<file path="config.mk">
export PLATFORM = sky130hd
export DESIGN_NAME = shared_irq_port_unit
export DESIGN_NICKNAME = d
export VERILOG_FILES = /design/src/rtl/sio_shared_pkg.sv /design/src/rtl/sirq_collect.sv /design/src/rtl/sin_change.sv /design/src/rtl/sout_port.sv /design/src/rtl/shared_irq_port_unit.sv
export SDC_FILE = /design/constraint.sdc
export NUM_CORES = 1
export LEC_CHECK = 0
export ABC_AREA = 1
export BUFFER_PORTS_ARGS = -buffer_cell sky130_fd_sc_hd__buf_4
export CAP_MARGIN = 20
export CORE_ASPECT_RATIO = 1.5
export CORE_MARGIN = 1
export CORE_UTILIZATION = 53
export CTS_BUF_LIST = sky130_fd_sc_hd__clkbuf_8
export DETAILED_ROUTE_END_ITERATION = 10
export PLACE_DENSITY = 0.77
export SYNTH_ARGS = -nofsm -noshare
export SYNTH_HDL_FRONTEND = slang
export SYNTH_SLANG_ARGS = --single-unit
</file>
<file path="constraint.sdc">
create_clock -name clk -period 1.4 [get_ports clk]
set_clock_uncertainty 0.15 [all_clocks]
set_input_delay 0.21 -clock clk [delete_from_list [all_inputs] [get_ports clk]]
set_output_delay 0.21 -clock clk [all_outputs]
set_load 0.03 [all_outputs]
</file>
<file path="src/rtl/sio_shared_pkg.sv">
package sio_shared_pkg;
  localparam int ADDR_W = 4;
  localparam logic [ADDR_W-1:0] ADR_AUX   = 4'h4;  // wr: aux control, rd: input change
  localparam logic [ADDR_W-1:0] ADR_IRQ   = 4'h5;  // wr: mask, rd: status
  localparam logic [ADDR_W-1:0] ADR_OCFG  = 4'hD;  // wr: output config, rd: input levels
  localparam logic [ADDR_W-1:0] ADR_OSET  = 4'hE;  // wr: set output bits
  localparam logic [ADDR_W-1:0] ADR_OCLR  = 4'hF;  // wr: clear output bits

  typedef struct packed {
    logic       baud_set;
    logic [2:0] timer_mode;
  } aux_ctrl_t;
endpackage

</file>
<file path="src/rtl/sirq_collect.sv">
module sirq_collect #(
  parameter int NUM_CH    = 2,
  parameter int CH_STRIDE = 4,
  parameter int DATA_W    = 8
) (
  input  logic              clk,
  input  logic              rst_n,
  input  logic [NUM_CH-1:0] tx_rdy,
  input  logic [NUM_CH-1:0] rx_rdy,
  input  logic              mask_we,
  input  logic [DATA_W-1:0] mask_wdata,
  output logic [DATA_W-1:0] status_o,
  output logic              irq_n
);
  logic [DATA_W-1:0] status_next, status_q, mask_q;

  // place each channel's events at its stride
  always_comb begin
    status_next = '0;
    for (int c = 0; c < NUM_CH; c++) begin
      status_next[c*CH_STRIDE]     = tx_rdy[c];
      status_next[c*CH_STRIDE + 1] = rx_rdy[c];
    end
  end

  always_ff @(posedge clk or negedge rst_n) begin
    if (!rst_n) begin
      status_q <= '0;
      mask_q   <= '0;
    end else begin
      status_q <= status_next;
      if (mask_we) mask_q <= mask_wdata;
    end
  end

  assign status_o = status_q;
  assign irq_n    = ~|(status_q & mask_q);

  // clearing the mask silences the line on the next cycle
  a_r3_zero_mask_quiet: assert property (@(posedge clk) disable iff (!rst_n)
    (mask_we && mask_wdata == '0) |=> irq_n);
  // a low line always has some mask bit behind it
  a_r3_irq_needs_mask: assert property (@(posedge clk) disable iff (!rst_n)
    !irq_n |-> (mask_q != '0));
  // status drops one cycle after all sources drop
  a_r2_not_latched: assert property (@(posedge clk) disable iff (!rst_n)
    (tx_rdy == '0 && rx_rdy == '0) |=> (status_q == '0));
endmodule

</file>
<file path="src/rtl/sin_change.sv">
module sin_change #(
  parameter int IN_W        = 4,
  parameter int SYNC_STAGES = 2
) (
  input  logic            clk,
  input  logic            rst_n,
  input  logic [IN_W-1:0] pin_n,
  input  logic            rd_clear,
  output logic [IN_W-1:0] level_o,
  output logic [IN_W-1:0] delta_o
);
  logic [IN_W-1:0] seen_q, delta_q, chg;

  for (genvar p = 0; p < IN_W; p++) begin : g_pin
    logic [SYNC_STAGES-1:0] chain_q;
    always_ff @(posedge clk or negedge rst_n) begin
      if (!rst_n) chain_q <= '1;
      else        chain_q <= {chain_q[SYNC_STAGES-2:0], pin_n[p]};
    end
    assign level_o[p] = chain_q[SYNC_STAGES-1];
  end

  assign chg = level_o ^ seen_q;

  // a new change wins over a clearing read in the same cycle
  always_ff @(posedge clk or negedge rst_n) begin
    if (!rst_n) begin
      seen_q  <= '1;
      delta_q <= '0;
    end else begin
      seen_q  <= level_o;
      delta_q <= (rd_clear ? '0 : delta_q) | chg;
    end
  end

  assign delta_o = delta_q;

  // a read with no fresh change empties the flags
  a_r8_read_clears: assert property (@(posedge clk) disable iff (!rst_n)
    (rd_clear && chg == '0) |=> (delta_o == '0));
  // a detected change is always recorded
  a_r8_change_kept: assert property (@(posedge clk) disable iff (!rst_n)
    (chg != '0) |=> (delta_o != '0));
endmodule

</file>
<file path="src/rtl/sout_port.sv">
module sout_port #(
  parameter int OUT_W = 8
) (
  input  logic             clk,
  input  logic             rst_n,
  input  logic             set_we,
  input  logic             clr_we,
  input  logic             cfg_we,
  input  logic [OUT_W-1:0] wdata,
  input  logic [OUT_W-1:0] alt_n,
  output logic [OUT_W-1:0] pin_n
);
  logic [OUT_W-1:0] opr_q, cfg_q, set_mask, clr_mask;

  assign set_mask = set_we ? wdata : '0;
  assign clr_mask = clr_we ? wdata : '0;

  always_ff @(posedge clk or negedge rst_n) begin
    if (!rst_n) begin
      opr_q <= '0;
      cfg_q <= '0;
    end else begin
      opr_q <= (opr_q | set_mask) & ~clr_mask;
      if (cfg_we) cfg_q <= wdata;
    end
  end

  for (genvar b = 0; b < OUT_W; b++) begin : g_drv
    assign pin_n[b] = cfg_q[b] ? alt_n[b] : ~opr_q[b];
  end

  // written ones are present after a set write
  a_r4_set_bits: assert property (@(posedge clk) disable iff (!rst_n)
    set_we |=> ((opr_q & $past(wdata)) == $past(wdata)));
  // written ones are gone after a clear write
  a_r5_clr_bits: assert property (@(posedge clk) disable iff (!rst_n)
    clr_we |=> ((opr_q & $past(wdata)) == '0));
  // no other access moves the port
  a_r10_port_hold: assert property (@(posedge clk) disable iff (!rst_n)
    !(set_we || clr_we) |=> $stable(opr_q));
endmodule

</file>
<file path="src/rtl/shared_irq_port_unit.sv">
module shared_irq_port_unit
  import sio_shared_pkg::*;
#(
  parameter int NUM_CH      = 2,
  parameter int CH_STRIDE   = 4,
  parameter int IN_W        = 4,
  parameter int OUT_W       = 8,
  parameter int DATA_W      = 8,
  parameter int SYNC_STAGES = 2
) (
  input  logic              clk,
  input  logic              rst_n,
  input  logic              bus_wr,
  input  logic              bus_rd,
  input  logic [ADDR_W-1:0] bus_addr,
  input  logic [DATA_W-1:0] bus_wdata,
  output logic [DATA_W-1:0] bus_rdata,
  input  logic [NUM_CH-1:0] chan_tx_rdy,
  input  logic [NUM_CH-1:0] chan_rx_rdy,
  input  logic [IN_W-1:0]   pin_in_n,
  input  logic [OUT_W-1:0]  alt_out_n,
  output logic [OUT_W-1:0]  pin_out_n,
  output logic              irq_n,
  output logic              aux_baud_set,
  output logic [2:0]        aux_timer_mode
);
  localparam int IPC_W = 2 * IN_W;

  logic wr_aux, wr_irq, wr_ocfg, wr_oset, wr_oclr, rd_ipc;
  logic [DATA_W-1:0] status;
  logic [IN_W-1:0]   in_level, in_delta;
  aux_ctrl_t         aux_q;

  assign wr_aux  = bus_wr && bus_addr == ADR_AUX;
  assign wr_irq  = bus_wr && bus_addr == ADR_IRQ;
  assign wr_ocfg = bus_wr && bus_addr == ADR_OCFG;
  assign wr_oset = bus_wr && bus_addr == ADR_OSET;
  assign wr_oclr = bus_wr && bus_addr == ADR_OCLR;
  assign rd_ipc  = bus_rd && bus_addr == ADR_AUX;

  sirq_collect #(.NUM_CH(NUM_CH), .CH_STRIDE(CH_STRIDE), .DATA_W(DATA_W)) u_irq (
    .clk(clk), .rst_n(rst_n), .tx_rdy(chan_tx_rdy), .rx_rdy(chan_rx_rdy),
    .mask_we(wr_irq), .mask_wdata(bus_wdata), .status_o(status), .irq_n(irq_n));

  sin_change #(.IN_W(IN_W), .SYNC_STAGES(SYNC_STAGES)) u_in (
    .clk(clk), .rst_n(rst_n), .pin_n(pin_in_n), .rd_clear(rd_ipc),
    .level_o(in_level), .delta_o(in_delta));

  sout_port #(.OUT_W(OUT_W)) u_out (
    .clk(clk), .rst_n(rst_n), .set_we(wr_oset), .clr_we(wr_oclr),
    .cfg_we(wr_ocfg), .wdata(bus_wdata[OUT_W-1:0]), .alt_n(alt_out_n),
    .pin_n(pin_out_n));

  always_ff @(posedge clk or negedge rst_n) begin
    if (!rst_n)      aux_q <= '0;
    else if (wr_aux) aux_q <= bus_wdata[7:4];
  end

  assign aux_baud_set   = aux_q.baud_set;
  assign aux_timer_mode = aux_q.timer_mode;

  always_comb begin
    bus_rdata = '0;
    if (bus_rd) begin
      unique case (bus_addr)
        ADR_AUX:  bus_rdata = DATA_W'(IPC_W'({in_delta, in_level}));
        ADR_IRQ:  bus_rdata = status;
        ADR_OCFG: bus_rdata = DATA_W'(in_level);
        default:  bus_rdata = '0;
      endcase
    end
  end

  // aux fields follow the written byte
  a_r7_aux_load: assert property (@(posedge clk) disable iff (!rst_n)
    wr_aux |=> (aux_timer_mode == $past(bus_wdata[6:4]) &&
                aux_baud_set == $past(bus_wdata[7])));
  // an idle bus returns zero
  a_r10_idle_zero: assert property (@(posedge clk) disable iff (!rst_n)
    !bus_rd |-> (bus_rdata == '0));
endmodule

</file>
Word level (Yosys, flattened, before mapping)

Cells that the tools add are included.

RAM bits: 0
Latch bits: 0
Register bits after elaboration: 48
Output and inout port bits: 21
Bits in read-only memories: 0
Memories: 0
Logic and storage cells: 52

Add/sub/neg operators: 0
Div/mod/pow operators: 0
Magnitude comparators: 0
$mul: 0
Reduce and logical (&&, ||, !) cells: 8
Equality and inequality tests: 5
Shift operators: 0
Multiplexer cells: 13
Bitwise logic cells: 14

Operators by type and width:

| cell                                                                  | count |
|---|---|
| 8-bit two-way mux                                                     | 3 |
| 8-bit case mux with 3 select lines                                    | 1 |
| 4-bit equality test, second input constant                            | 3 |
| 6-bit by 8-bit bitwise AND with 8-bit output                          | 1 |
| 8-bit bitwise AND                                                     | 1 |
| 4-bit by 3-bit equality test with 1-bit output, second input constant | 2 |
| 1-bit two-way mux                                                     | 8 |
| 1-bit inverter                                                        | 8 |
| 8-bit inverter                                                        | 1 |
| 8-bit bitwise OR                                                      | 1 |
| 8-bit OR reduction                                                    | 1 |
| 1-bit logical AND                                                     | 6 |
| 4-bit two-way mux                                                     | 1 |
| 4-bit bitwise OR                                                      | 1 |
| 4-bit bitwise XOR                                                     | 1 |
| 1-bit logical NOT                                                     | 1 |

Longest topological paths before layout

Depth in word-level cells: 5
Depth in mapped cells: 7
Depth with buffers taken out: 7

Cells and area by module

A second synthesis with hierarchy kept.

Cell total of the unflattened synthesis: 256
Area, all modules: 2075.7 sq um

Modules (own cells, without submodules):

| module               | cells an instance | sequential area each (sq um) | instances | area each (sq um) |
|---|---|---|---|---|
| sout_port            | 107               | 400.4                        | 1         | 779.5 |
| sin_change           | 45                | 415.4                        | 1         | 544.3 |
| shared_irq_port_unit | 72                | 100.1                        | 1         | 441.7 |
| sirq_collect         | 32                | 200.2                        | 1         | 310.3 |

Worst setup path after synthesis

No wires, ideal clock.

Kind: input -> output
From: input bus_addr[0]
To: output bus_rdata[5]
Path slack: -147 ps
Stages on the path: 4
Buffers on the path: 0
Data arrival time: 1187 ps
Data required time: 1040 ps
Cell sequence: inv_1 -> nor2_4 -> nand3_1 -> o21ai_0

Word-level cells in the longest chain between the ends: 3
Elaborated cells between the ends (all ways): 5
Those cells by class: 3 x eq/ne; 2 x mux

RTL lines:

| what                                                                                  | line                       | source |
|---|---|---|
| start: declaration                                                                    | shared_irq_port_unit.sv:15 | `input logic [ADDR_W-1:0] bus_addr,` |
| 4-bit equality test or 4-bit by 3-bit equality test with 1-bit output (tied branches) | shared_irq_port_unit.sv:65 | `unique case (bus_addr)` |
| 8-bit case mux with 3 select lines (*)                                                | shared_irq_port_unit.sv:65 |  |
| 8-bit two-way mux (*)                                                                 | shared_irq_port_unit.sv:64 | `if (bus_rd) begin` |
| end: declaration                                                                      | shared_irq_port_unit.sv:17 | `output logic [DATA_W-1:0] bus_rdata,` |

Every way passes the cells marked *; elsewhere a longest branch is shown, timed or not.

Final worst setup path

From: register u_in.g_pin[1].chain_q[1]
To: output bus_rdata[1]

Word-level cells in the longest chain between the ends: 2

RTL lines:

| what                               | line                       | source |
|---|---|---|
| start: declaration                 | sin_change.sv:15           | `logic [SYNC_STAGES-1:0] chain_q;` |
| start signal: assignment           | sin_change.sv:18           | `else chain_q <= {chain_q[SYNC_STAGES-2:0], pin_n[p]};` |
| 8-bit case mux with 3 select lines | shared_irq_port_unit.sv:65 |  |
| 8-bit two-way mux                  | shared_irq_port_unit.sv:64 |  |

No other way between the ends.

==> flow_summary.toml <==
[route]
num_vias = 1725
ant_nets = 0
drcViolationCount = 0
routedWlPerCell_um = 14.0
drt_iter0_markers = 44
drt-pass1-iter-count = 4
via_per_inst = 5.04
totalWireLength_mm = 4.78

[cells_and_area]
layout_common_cells = "buf_4, nand2_1, dfrtp_1"
final_common_cell = "buf_4"
fin_area_mm2 = 0.00284
fill_cells = 212
diodes = 0
fin_util = 0.840
finalNonFillerCells = 342
area_growth_pct = 51.9
layout.nets = 331
drive_gt1_frac = 0.413

[placed_design]
pre_cts_ws_ns = -0.0850
place.port_buffers = 52
dp_hpwl_mm = 2.86
place_inst = 309
gp_congestion = 0.751
placed_cell_area_mm2 = 0.00242

[yosys]
synth_top_area_frac = 0.428
synth.area.top_cells = "dfrtp_1, dfstp_2, nand2_1, nand3_1, inv_1"
syn_avg_cell_area_um2 = 9.12
syn-num-nets = 237
syn_area_mm2 = 0.00187
synth_top_area_cell = "dfrtp_1"
synthCells = 205
synth_cell_type_count = 16
yosysSeqAreaShare = 0.597
ys_ff_latch = 44
yosys_warnings = 0

[worst_setup_path]
timing.critical_path.cells = "nand3_1 -> nand3_1 -> nand2_1 -> inv_2 -> buf_6"
cpMostUsedCell = "nand3_1"
crit_type = "reg2out"
crit_path_end_kind = "output pin"
critPathBufInv = 2
slowest_stage = "dfstp_2"
critPathTopFamily = "flip-flops"
path_max_fanout = 4
worstPathRequired_ns = 1.04
worstPathArrival_ns = 1.32
slowest_delay_ns = 0.57
cp-start-kind = "flip-flop"

[timing]
fin_hold_ws_ns = 0.00357
finalHoldViolCount = 0
worst_slew_pin_slew_ns = 0.553
finalCritPeriodShare = 1.20
drv_slew = 0
max_freq_mhz = 595
setup_violations = 7
fin_crit_ns = 1.68
rsz0062_at_grt = "yes"
finalWorstSetupSlack_ns = -0.279
relSlewSlack = 0.632
tns_ns = -0.866

[floorplanning]
fp.dieW_um = 50.5
dieArea_mm2 = 0.00378
core_mm2 = 0.00338
io_pins = 53
initial_utilization = 0.553
rows = 26
die_h_um = 74.8

[clock_tree]
cts_tree = "done"
cts_made_buffers = 5
cts_root_buf = "clkbuf_8"
clk_pin_slew_worst_paths_ns = 0.08
clock_sinks = 44
clk_latency_ns = 0.29
cts.path.max_buffers = 2
cts-htree-levels = 2

[global_route]
grt_pass1_vias = 1619
antenna_found_initial = 0
overflow = 0
grtUsageTotal = 0.252
grt_max_degree = 45
grt_pass1_wl_mm = 6.91

[hold_path]
hp-class = "in2reg"

[power_and_ir_drop]
p_per_area_mw_per_mm2 = 1250
power_mw = 3.54
ir_drop_uv = 1680
leakage_nw = 1.44

[outcome]
violations = "setup timing"
outcome = "finished with violations"

[flow_run]
cap_violations = 0
## area by class of cell
class	count	area (µm²)	share of cell area
sequential	44	1120	0.393
tap	42	52.6	0.0185
inverter	29	109	0.0383
timing repair buffer	88	734	0.258
clock buffer	7	96.3	0.0339
multi-input combinational	131	703	0.247
clock inverter	1	30.0	0.0106
## registers in the layout (all words and copies together), names as in the netlist
| signal | cells |
|---|---|
| u_out.opr_q | 8 |
| aux_timer_mode | 3 |
| u_out.cfg_q | 8 |
| aux_baud_set | 1 |
| u_in.seen_q | 4 |
| u_irq.mask_q | 4 |
| u_irq.status_o | 4 |
| u_in.g_pin.chain_q | 8 |
| u_in.delta_o | 4 |
## layer usage
metal | vias to the layer above | part of all wire | global-route usage
li1 | 841 | - | -
met1 | 811 | 0.38 | 0.286
met2 | 55 | 0.54 | 0.443
met3 | 18 | 0.037 | 0.0646
met4 | 0 | 0.040 | 0.117
met5 | - | 0 | 0
## worst paths after layout
kind	to	start	slack [ns]	depth (start not counted)
worst max-delay path	bus_rdata[1]	u_in.g_pin[1].chain_q[1]$_DFF_PN1_	-0.28	5
worst min-delay path	u_irq.mask_q[4]$_DFFE_PN0P_	bus_wdata[4]	0.004	3
worst max register to register	u_in.delta_o[2]$_DFF_PN0_	u_in.g_pin[2].chain_q[1]$_DFF_PN1_	0.26	3
worst min register to register	u_in.g_pin[3].chain_q[1]$_DFF_PN1_	u_in.g_pin[3].chain_q[0]$_DFF_PN1_	0.21	0
max in group asynchronous	u_in.seen_q[2]$_DFF_PN1_	rst_n	0.42	2
min in group asynchronous	u_in.delta_o[1]$_DFF_PN0_	rst_n	0.29	2
## timing repair
action / 4_1_cts / 5_1_grt
buffers inserted: 4 / 7
hold buffers: 14 / 0
endpoints found under the setup margin: 10 / 16
gates cloned: 0 / 0
pin swaps: 6 / 11
hold endpoints to repair: 45 / 0
gates resized for setup: 5 / 19
## synth_stat cells
| cell | number |
|---|---|
| clkinv_1 | 1 |
| nor2_4 | 2 |
| xnor2_1 | 4 |
| dfrtp_1 | 32 |
| nand3_2 | 1 |
| dfstp_2 | 12 |
| nor2_1 | 16 |
| nand3_1 | 21 |
| buf_4 | 1 |
| inv_2 | 1 |
| a21oi_1 | 10 |
| inv_1 | 27 |
| nor2_2 | 1 |
| nand2_1 | 49 |
| o21ai_0 | 19 |
| o21ai_2 | 8 |
## cell families (layout without fill, tap and decap cells)
kind of cell / after synthesis / count (layout) / share of synthesized area
AND/OR/NAND/NOR: 90 / 90 / 0.207
flip-flops: 44 / 44 / 0.597
AO/OA/AOI/OAI: 37 / 37 / 0.115
buffers and inverters: 30 / 125 / 0.0622
XOR/XNOR: 4 / 4 / 0.0187
## power breakdown
group	internal [mW]	leakage (nW)	switching [mW]	total (mW)
Sequential	1.46	0.500	0.118	1.58
Combinational	0.408	0.871	0.510	0.918
Clock	0.629	0.0645	0.417	1.05
## worst reg2reg max path, cell delays in order (launching register included)
cell     delay (ns)
dfstp_2        0.54
buf_4          0.11
xnor2_1        0.10
o21ai_0        0.11
(Power assumes the default switching activity.)
